`src/rtl/pcx_pkg.sv`:
```
package pcx_pkg;
    localparam int CFG_W     = 32;
    localparam int OFS_W     = 16;
    localparam int BUS_W     = 8;
    localparam int DEV_W     = 5;
    localparam int FN_W      = 3;
    localparam int SEL_LSB   = 11;
    localparam int SEL_W     = CFG_W - SEL_LSB;
    localparam int TYPE1_BIT = 16;

    typedef enum logic [1:0] {
        SZ_BYTE = 2'd0,
        SZ_HALF = 2'd1,
        SZ_WORD = 2'd2,
        SZ_RSVD = 2'd3
    } acc_size_e;

    typedef struct packed {
        logic             vld;
        logic             issue;
        logic             err;
        logic             clr;
        logic [CFG_W-1:0] addr;
        logic [CFG_W-1:0] rd;
    } rsp_t;

    function automatic logic [CFG_W-1:0] width_ones(input logic [1:0] sz);
        case (sz)
            SZ_BYTE: return CFG_W'(32'h0000_00FF);
            SZ_HALF: return CFG_W'(32'h0000_FFFF);
            default: return '1;
        endcase
    endfunction
endpackage

```
`src/rtl/pcx_cfg_fields.sv`:
```
module pcx_cfg_fields
    import pcx_pkg::*;
(
    input  logic [OFS_W-1:0]   offset_i,
    input  logic [OFS_W-1:0]   map_lo_i,
    output logic [SEL_W-1:0]   sel_o,
    output logic [FN_W-1:0]    fn_o,
    output logic [SEL_LSB-FN_W-3:0] reg_o
);
    logic [CFG_W-1:0] word;

    assign word  = {map_lo_i, offset_i};
    assign sel_o = word[CFG_W-1:SEL_LSB];
    assign fn_o  = word[SEL_LSB-1:SEL_LSB-FN_W];
    assign reg_o = word[SEL_LSB-FN_W-1:2];
endmodule

```
`src/rtl/pcx_lowbit_enc.sv`:
```
module pcx_lowbit_enc #(
    parameter int W     = 21,
    parameter int IDX_W = (W > 1) ? $clog2(W) : 1
) (
    input  logic [W-1:0]     vec_i,
    output logic             found_o,
    output logic [IDX_W-1:0] idx_o
);
    logic [W-1:0] clear_below;
    logic [W-1:0] first;

    assign clear_below[0] = 1'b1;
    genvar g;
    generate
        for (g = 1; g < W; g++) begin : g_chain
            assign clear_below[g] = clear_below[g-1] & ~vec_i[g-1];
        end
    endgenerate

    assign first   = vec_i & clear_below;
    assign found_o = |vec_i;

    always_comb begin
        idx_o = '0;
        for (int i = 0; i < W; i++) begin
            idx_o = idx_o | (first[i] ? IDX_W'(i) : '0);
        end
    end
endmodule

```
`src/rtl/pcx_align_chk.sv`:
```
module pcx_align_chk
    import pcx_pkg::*;
(
    input  logic [1:0] size_i,
    input  logic [1:0] ofs_lo_i,
    output logic       ok_o
);
    always_comb begin
        case (size_i)
            SZ_BYTE: ok_o = 1'b1;
            SZ_HALF: ok_o = ~ofs_lo_i[0];
            SZ_WORD: ok_o = (ofs_lo_i == 2'b00);
            default: ok_o = 1'b0;
        endcase
    end
endmodule

```
`src/rtl/pcx_cfg_xlate.sv`:
```
module pcx_cfg_xlate
    import pcx_pkg::*;
(
    input  logic             clk,
    input  logic             rst_n,
    input  logic             req_valid_i,
    input  logic             req_write_i,
    input  logic [1:0]       req_size_i,
    input  logic [OFS_W-1:0] req_offset_i,
    input  logic [CFG_W-1:0] map_reg_i,
    input  logic [BUS_W-1:0] bus_num_i,
    output logic             rsp_valid_o,
    output logic             cfg_issue_o,
    output logic             err_o,
    output logic             abort_clr_o,
    output logic [CFG_W-1:0] cfg_addr_o,
    output logic [CFG_W-1:0] rd_default_o
);
    localparam int IDX_W = $clog2(SEL_W);
    localparam int REG_W = SEL_LSB - FN_W - 2;

    logic [SEL_W-1:0] sel;
    logic [FN_W-1:0]  fn;
    logic [REG_W-1:0] regf;
    logic             sel_found;
    logic [IDX_W-1:0] sel_idx;
    logic             align_ok;
    logic             unused_map_hi;
    rsp_t             rsp_d, rsp_q;

    assign unused_map_hi = ^map_reg_i[CFG_W-1:TYPE1_BIT+1];

    pcx_cfg_fields u_fields (
        .offset_i (req_offset_i),
        .map_lo_i (map_reg_i[OFS_W-1:0]),
        .sel_o    (sel),
        .fn_o     (fn),
        .reg_o    (regf)
    );

    pcx_lowbit_enc #(.W(SEL_W), .IDX_W(IDX_W)) u_enc (
        .vec_i   (sel),
        .found_o (sel_found),
        .idx_o   (sel_idx)
    );

    pcx_align_chk u_align (
        .size_i   (req_size_i),
        .ofs_lo_i (req_offset_i[1:0]),
        .ok_o     (align_ok)
    );

    always_comb begin
        rsp_d = '0;
        if (req_valid_i) begin
            rsp_d.vld = 1'b1;
            if (map_reg_i[TYPE1_BIT]) begin
                rsp_d.rd = req_write_i ? '0 : width_ones(req_size_i);
            end else if (!align_ok || !sel_found) begin
                rsp_d.err = 1'b1;
                rsp_d.rd  = req_write_i ? '0 : width_ones(req_size_i);
            end else begin
                rsp_d.issue = 1'b1;
                rsp_d.clr   = 1'b1;
                rsp_d.addr  = {1'b1, 7'd0, bus_num_i, DEV_W'(sel_idx), fn, regf, 2'b00};
            end
        end
    end

    always_ff @(posedge clk) begin
        if (!rst_n) rsp_q <= '0;
        else        rsp_q <= rsp_d;
    end

    assign rsp_valid_o  = rsp_q.vld;
    assign cfg_issue_o  = rsp_q.issue;
    assign err_o        = rsp_q.err;
    assign abort_clr_o  = rsp_q.clr;
    assign cfg_addr_o   = rsp_q.addr;
    assign rd_default_o = rsp_q.rd;
endmodule

```
`config.mk`:
```
export PLATFORM = sky130hd
export DESIGN_NAME = pcx_cfg_xlate
export DESIGN_NICKNAME = d
export VERILOG_FILES = /design/src/rtl/pcx_pkg.sv /design/src/rtl/pcx_cfg_fields.sv /design/src/rtl/pcx_lowbit_enc.sv /design/src/rtl/pcx_align_chk.sv /design/src/rtl/pcx_cfg_xlate.sv
export SDC_FILE = /design/constraint.sdc
export NUM_CORES = 1
export LEC_CHECK = 0
export ABC_CLOCK_PERIOD_IN_PS = 3000
export BUFFER_PORTS_ARGS = -buffer_cell sky130_fd_sc_hd__buf_2
export CORE_MARGIN = 8
export CORE_UTILIZATION = 37
export DETAILED_ROUTE_END_ITERATION = 12
export GPL_TIMING_DRIVEN = 0
export PLACE_DENSITY = 0.9
export SLEW_MARGIN = 10
export SYNTH_ARGS = -nofsm -noshare
export SYNTH_HDL_FRONTEND = slang
export SYNTH_SLANG_ARGS = --single-unit
```
`constraint.sdc`:
```
create_clock -name clk -period 3 [get_ports clk]
set_clock_uncertainty 0.15 [all_clocks]
set_input_delay 0.9 -clock clk [delete_from_list [all_inputs] [get_ports clk]]
set_output_delay 0.9 -clock clk [all_outputs]
set_load 0.05 [all_outputs]
```
==> results.yml, run 1 <==
finish:
  synthToLayoutAreaGrowth_pct: 48.1
  multi_input_area_um2: 564
  fill_cells: 355
  layout-drive-gt1-share_pct: 66.9
  diodes: 0
  layout.nets: 326
  regArea_um2: 561
cts:
  tritoncts: "yes"
  cts_setup_buffers: 0
  cts_buffers: 3
  clockBufferDepth: 2
  cts.sinks: 28
  clk_pin_slew_worst_paths_ns: 0.09
  cts_root_buf: "clkbuf_8"
  cts-hold-fix-buffers: 0
  ctsHtreeMaxLevel: 1
  cts_resized: 0
setup_path:
  crit_arrival_ns: 2.45
  cp-start-kind: "input pin"
  slowest_stage: "or4_4"
  cp_data_required_time_ns: 3.02
  path_class: "in -> reg"
  crit_chain: "buf_2, or4_4, and4bb_4, a311oi_4, buf_6, and2_4"
  endpoint_kind: "register"
  crit_family: "simple AND/OR/NAND/NOR gates"
  crit_path_max_fanout: 10
  cp_slowest_stage_delay_ns: 0.55
  crit_buf_inv: 2
logic_synthesis:
  synthMuxAreaShare_pct: 0
  ys_ff_latch: 28
  synthArstFlopShare_pct: 0
  synth.top_cells.by_count: "buf_4, dfxtp_1, and2_4"
  syn_area_per_cell_um2: 9.79
  synthAdderAreaFrac_pct: 0
  ys_seq_area_share_pct: 39.2
  synth_xor_area_share_pct: 0
  synth_top_family_by_area: "simple AND/OR/NAND/NOR gates"
  synth_cells: 146
  ys.flop_type: "dfxtp_1"
  synthSimpleGateAreaFrac_pct: 28.2
  synth.cell_area_mm2: 0.00143
  synth_largest_area_cell: "dfxtp_1"
  synth_compound_gate_area_share_pct: 8.93
  synth-edff-count: 0
  synth.top_cell.area_share_pct: 39.2
  synthTopCellsByArea: "dfxtp_1, buf_4, and2_4"
  synth.most_common_cell: "buf_4"
  yosys_warnings: 0
  synthDistinctLibCells: 33
floorplan:
  die_area_mm2: 0.00611
  num_io_pins: 130
  initial_core_util_pct: 38.7
  chipWidth_um: 78.1
  rows: 22
  die_y_um: 78.1
  core_area_mm2: 0.00369
job:
  max_cap_viol_count: 0
sta:
  setup_violations: 0
  fin_ws_ns: 0.578
  rsz0062_at_grt: "no"
  final_hold_viol_count: 0
  drv_slew: 0
  max_freq_ghz: 0.413
  layout_worst_path_cycle_share_pct: 80.7
  period_needed_ns: 2.42
  fin_tns_setup_ns: 0
place:
  dpl.hpwl_mm: 3.41
  io_buffers: 105
  place_ws_ns: 0.288
  gp_congestion: 0.735
drt:
  vias_per_cell: 4.25
  vias: 1322
  firstDrtPassIters: 4
  postRouteAntennaNets: 0
  wl_per_cell_um: 12.4
  wirelength_mm: 3.84
  drcViolationCount: 0
  drtIter0Drc: 65
global_route:
  grt_pass1_wl_mm: 5.82
  grt-ovfl-total: 0
  grt_pass1_vias: 1328
  antenna_found_initial: 0
  grt_usage_pct: 11.4
  grt_max_degree: 17
status:
  status: "completed"
power:
  leakage_uw: 0.00122
  vdd_drop_max_v: 0.000197
  power_density_mw_per_mm2: 420
worst_hold_path:
  hold_class: "in -> reg"
## sequential cells by signal, indices dropped and copies added (netlist names)
name / count
cfg_addr_o: 23
err_o: 1
rd_default_o: 3
rsp_valid_o: 1
## metal layers
layer  global-route usage (%)  vias to the layer above  wire [µm]
met5                        0                        -          0
met1                     10.9                      575       1460
met4                     4.26                        0         30
li1                         -                      678          -
met3                     4.67                        2        440
met2                     21.2                       67       1910
## through the flow
stage	cells	instance area [µm²]	hold slack, ns	utilization, %	total power, µW
CTS	311	2120	0.668	57.4	895
detailed placement	307	2040	0.958	55.4	607
global route	311	2120	0.665	57.4	926
floorplan	154	1460	0.827	-	543
finish	311	2120	0.670	57.4	888
global placement	307	2040	0.947	55.4	602
## path summary, 6_finish.rpt
check	start	end	slack, ns	cells after the start
worst min-delay path	req_write_i	rd_default_o[15]$_SDFF_PN0_	0.67	2
worst max-delay path	map_reg_i[4]	cfg_addr_o[19]$_SDFF_PP0_	0.58	6
## placed cells by master, fill, tap and decap left out, types with 2 or more instances in the layout
cell,instances
o21ai_0,3
nor4_2,2
nor2_1,11
nor3b_1,2
buf_4,40
buf_2,105
nor2b_1,2
and2_4,17
conb_1,9
nor4_1,4
buf_6,2
nor3_1,4
dfxtp_1,28
and3_1,2
clkbuf_8,3
nand2_1,2
a21oi_1,6
inv_1,3
## power by group
part,internal [µW],switching (µW)
Combinational,74.1,140
Clock,178,112
Sequential,379,4.49
Total,631,257
## layout make-up
type | instances | area share [%]
sequential | 28 | 26.5
multi-input combinational | 81 | 26.7
tap | 48 | 2.84
buffer | 42 | 15.3
clock buffer | 3 | 1.95
timing repair buffer | 105 | 24.8
clock inverter | 1 | 1.42
inverter | 3 | 0.532
## cells by family after synthesis
group	count (synthesis)
buffers and inverters	45
DFF	28
and+or+nand+nor	56
AOI/OAI and AO/OA	16
other	1
Power figures use the tool's default switching activity.
==> run 2, diff against run 1 <==
Settings changed: ABC_CLOCK_PERIOD_IN_PS 3000 to 2100, CORE_UTILIZATION 37 to 33, PLACE_DENSITY 0.9 to 0.85.
Clock period 3 ns to 2.1 ns, I/O delays scaled along.
==> results.yml, run 2 (same netlist as run 1, synthesis figures left out) <==
cts:
  cts_root_buf: "clkbuf_8"
  clk_pin_slew_worst_paths_ns: 0.09
  clockBufferDepth: 2
  ctsHtreeMaxLevel: 1
  cts.sinks: 28
  cts_buffers: 3
  cts-hold-fix-buffers: 0
  tritoncts: "yes"
sta:
  period_needed_ns: 2.10
  drv_slew: 0
  setup_violations: 0
  layout_worst_path_cycle_share_pct: 99.9
  fin_tns_setup_ns: 0
  final_hold_viol_count: 0
  rsz0062_at_grt: "yes"
  max_freq_ghz: 0.477
  fin_ws_ns: 0.00219
drt:
  drcViolationCount: 0
  drtIter0Drc: 24
  firstDrtPassIters: 4
  wl_met1_mm: 1.36
  postRouteAntennaNets: 0
  vias: 1323
  wl_per_cell_um: 12.2
  met2_length_mm: 2.04
  wirelength_mm: 3.88
  vias_per_cell: 4.16
  routed.top_layer: "met4"
  dr_wl_met3_um: 451
finish:
  fin_area_mm2: 0.00216
  largest_register_ffs: 23
  layout.nets: 329
  synthToLayoutAreaGrowth_pct: 51.4
  layout-drive-gt1-share_pct: 68.0
  stdcell_count: 318
  diodes: 0
  final_cell_mix: "buf_2, buf_4, dfxtp_1"
  final_common_cell: "buf_2"
setup_path:
  cp-start-kind: "input pin"
  crit_family: "simple AND/OR/NAND/NOR gates"
  cp_data_required_time_ns: 2.12
  endpoint_kind: "register"
  crit_buf_inv: 2
  critPathLaunch: "map_reg_i[5]"
  slowest_stage: "or4_4"
  crit_chain: "buf_6, or4_4, and4bb_4, a311oi_4, buf_4, and2_4"
  crit_path_max_fanout: 6
  worstSetupEndpoint: "cfg_addr_o[6]$_SDFF_PP0_"
  crit_arrival_ns: 2.12
  cp.depth: 6
  path_class: "in -> reg"
  cp_slowest_stage_delay_ns: 0.54
floorplan:
  rows: 24
  core_area_mm2: 0.00426
  initial_core_util_pct: 33.5
  die_y_um: 81.8
  num_io_pins: 130
  die_area_mm2: 0.00669
  chipWidth_um: 81.8
global_route:
  grt_pass1_vias: 1349
  grt-ovfl-total: 0
  antenna_found_initial: 0
  grt_usage_pct: 10.7
  grt_max_degree: 17
  grt_pass1_wl_mm: 5.74
worst_hold_path:
  hold_class: "in -> reg"
  hold_depth: 2
power:
  leakage_uw: 0.00124
  total_power_uw: 1270
  vdd_drop_max_v: 0.000315
  power_density_mw_per_mm2: 587
place:
  io_buffers: 105
  post-place-cells: 311
  dpl_cell_area_mm2: 0.00205
  dpl.hpwl_mm: 3.34
  place_ws_ns: -0.325
  gp_congestion: 0.721
job:
  max_cap_viol_count: 0
status:
  status: "completed"
## run 2: changes by cell type in the layout (fill, tap and decap cells not counted)
cell,previous run,this run
buf_4,40,43
buf_6,2,4
nor4b_1,1,0
dfxtp_2,0,1
buf_2,105,103
dfxtp_1,28,27
nor4b_2,0,1
## run 2: layer usage
metal / track usage (%) / up-vias
li1: - / 684
met1: 10.4 / 577
met2: 21.3 / 60
met3: 2.19 / 2
met4: 3.68 / 0
met5: 0 / -
## run 2: area by class of cell
type	instances	area [µm²]
buffer	42	323
clock buffer	3	41.3
clock inverter	1	30.0
fill	423	2100
inverter	3	11.3
multi-input combinational	81	571
sequential	28	562
tap	52	65.1
timing repair buffer	108	561
## run 2: worst min path at each step
stage	from	endpoint	slack, ns
floorplan	req_write_i	rd_default_o[30]$_SDFF_PN0_	0.56
global placement	req_write_i	rd_default_o[15]$_SDFF_PN0_	0.68
detailed placement	req_write_i	rd_default_o[15]$_SDFF_PN0_	0.68
CTS	req_write_i	rd_default_o[30]$_SDFF_PN0_	0.40
global route	req_write_i	rd_default_o[30]$_SDFF_PN0_	0.40
finish	req_write_i	rd_default_o[30]$_SDFF_PN0_	0.41
## run 2: through the flow
step / hold slack, ns / utilization (%)
after floorplan: 0.557 / -
after global placement: 0.675 / 48.1
after detailed placement: 0.681 / 48.1
after CTS: 0.395 / 49.9
after global routing: 0.403 / 50.7
final: 0.406 / 50.7
## run 2: timing repair
item | 4_1_cts | 5_1_grt
resized for setup | 2 | 4
setup endpoints to repair | 16 | 21
pin swaps | 0 | 1
buffers inserted | 0 | 2
cloned | 0 | 1
## run 2: power breakdown
| group | total (µW) | internal (µW) | switching, µW |
|---|---|---|---|
| Sequential | 547 | 541 | 6.21 |
| Combinational | 312 | 110 | 202 |
| Clock | 411 | 255 | 156 |
| Total | 1270 | 906 | 364 |
==> run 3, diff against run 2 <==
Settings changed: CORE_UTILIZATION 33 to 34, CTS_BUF_LIST set to sky130_fd_sc_hd__clkbuf_4 sky130_fd_sc_hd__clkbuf_8, MAX_ROUTING_LAYER set to met4, PLACE_DENSITY 0.85 to 0.87.
==> results.yml, run 3 (same netlist as run 1, synthesis figures left out) <==
global_route:
  grt_max_degree: 17
  grt-ovfl-total: 0
  grt_pass1_vias: 1309
  grt_usage_pct: 11.2
  grt_pass1_wl_mm: 5.75
  antenna_found_initial: 0
floorplan:
  die_y_um: 80.8
  chipWidth_um: 80.8
  initial_core_util_pct: 35.5
  num_io_pins: 130
  die_area_mm2: 0.00653
  core_area_mm2: 0.00403
  rows: 23
sta:
  layout_worst_path_cycle_share_pct: 98.9
  rsz0062_at_grt: "no"
  fin_tns_setup_ns: 0
  drv_slew: 0
  max_freq_ghz: 0.481
  period_needed_ns: 2.08
  fin_ws_ns: 0.0227
  setup_violations: 0
  final_hold_viol_count: 0
worst_hold_path:
  hold_depth: 2
  worstHoldStart: "req_write_i"
  hold_class: "in -> reg"
finish:
  synthToLayoutAreaGrowth_pct: 51.0
  final_cell_mix: "buf_2, buf_4, dfxtp_1"
  fin_area_mm2: 0.00216
  layout.nets: 328
  largest_register_ffs: 23
  layout-drive-gt1-share_pct: 67.9
  diodes: 0
  fin_util_pct: 53.5
  final_common_cell: "buf_2"
place:
  gp_congestion: 0.730
  dpl_cell_area_mm2: 0.00205
  io_buffers: 105
  place_ws_ns: -0.306
  dpl.hpwl_mm: 3.43
drt:
  wl_per_cell_um: 12.6
  postRouteAntennaNets: 0
  vias: 1330
  wirelength_mm: 3.96
  drtIter0Drc: 46
  drcViolationCount: 0
  firstDrtPassIters: 6
  vias_per_cell: 4.22
cts:
  cts_root_buf: "clkbuf_8"
  cts_buffers: 3
  tritoncts: "yes"
  ctsHtreeMaxLevel: 1
  cts-hold-fix-buffers: 0
  clockBufferDepth: 2
  cts.sinks: 28
  clk_pin_slew_worst_paths_ns: 0.09
power:
  leakage_uw: 0.00123
  vdd_drop_max_v: 0.000332
  power_density_mw_per_mm2: 590
setup_path:
  crit_arrival_ns: 2.10
  endpoint_kind: "register"
  path_class: "in -> reg"
  critPathLaunch: "map_reg_i[5]"
  cp-start-kind: "input pin"
  crit_path_max_fanout: 10
  cp_data_required_time_ns: 2.12
job:
  max_cap_viol_count: 0
status:
  status: "completed"
-- run 3: routing by layer --
metal	vias up	GRT usage (%)	part of all wire (%)
met5	-	-	0
met4	0	4.46	1.6
met3	4	1.21	9.0
met2	64	21.3	51
met1	577	11.3	38
li1	685	-	-
-- run 3: area by class of cell --
cell class | count | area [µm²]
sequential | 28 | 562
tap | 50 | 62.6
fill | 386 | 1870
multi-input combinational | 81 | 571
timing repair buffer | 107 | 557
clock inverter | 1 | 30.0
buffer | 42 | 323
inverter | 3 | 11.3
clock buffer | 3 | 41.3
-- run 3: stage by stage --
step	instances	hold WS, ns	total power (µW)
after floorplan	154	0.557	775
after global placement	309	0.677	860
after detailed placement	309	0.683	867
after CTS	313	0.394	1280
after global routing	315	0.402	1330
final	315	0.405	1270
-- run 3: repair_timing --
action	in CTS	in global routing
gates cloned	0	1
resized for setup	2	5
setup buffers	0	1
hold endpoints to repair	0	0
setup endpoints to repair	16	10
-- run 3: critical path, cell delays in order --
cell and delay, ns:
buf_6 0.09, or4_4 0.54, and4bb_4 0.37, a311oi_4 0.14, buf_6 0.19, and2_4 0.13
-- run 3: path summary, 6_finish.rpt --
kind	to	slack [ns]
worst max-delay path	cfg_addr_o[21]$_SDFF_PP0_	0.02
worst min-delay path	rd_default_o[30]$_SDFF_PN0_	0.40
-- run 3: where the power goes --
part | switching, µW | internal [µW] | total [µW] | leakage (µW)
Sequential | 6.10 | 541 | 547 | 0.000227
Combinational | 203 | 109 | 313 | 0.000970
Clock | 158 | 255 | 413 | 0.0000357
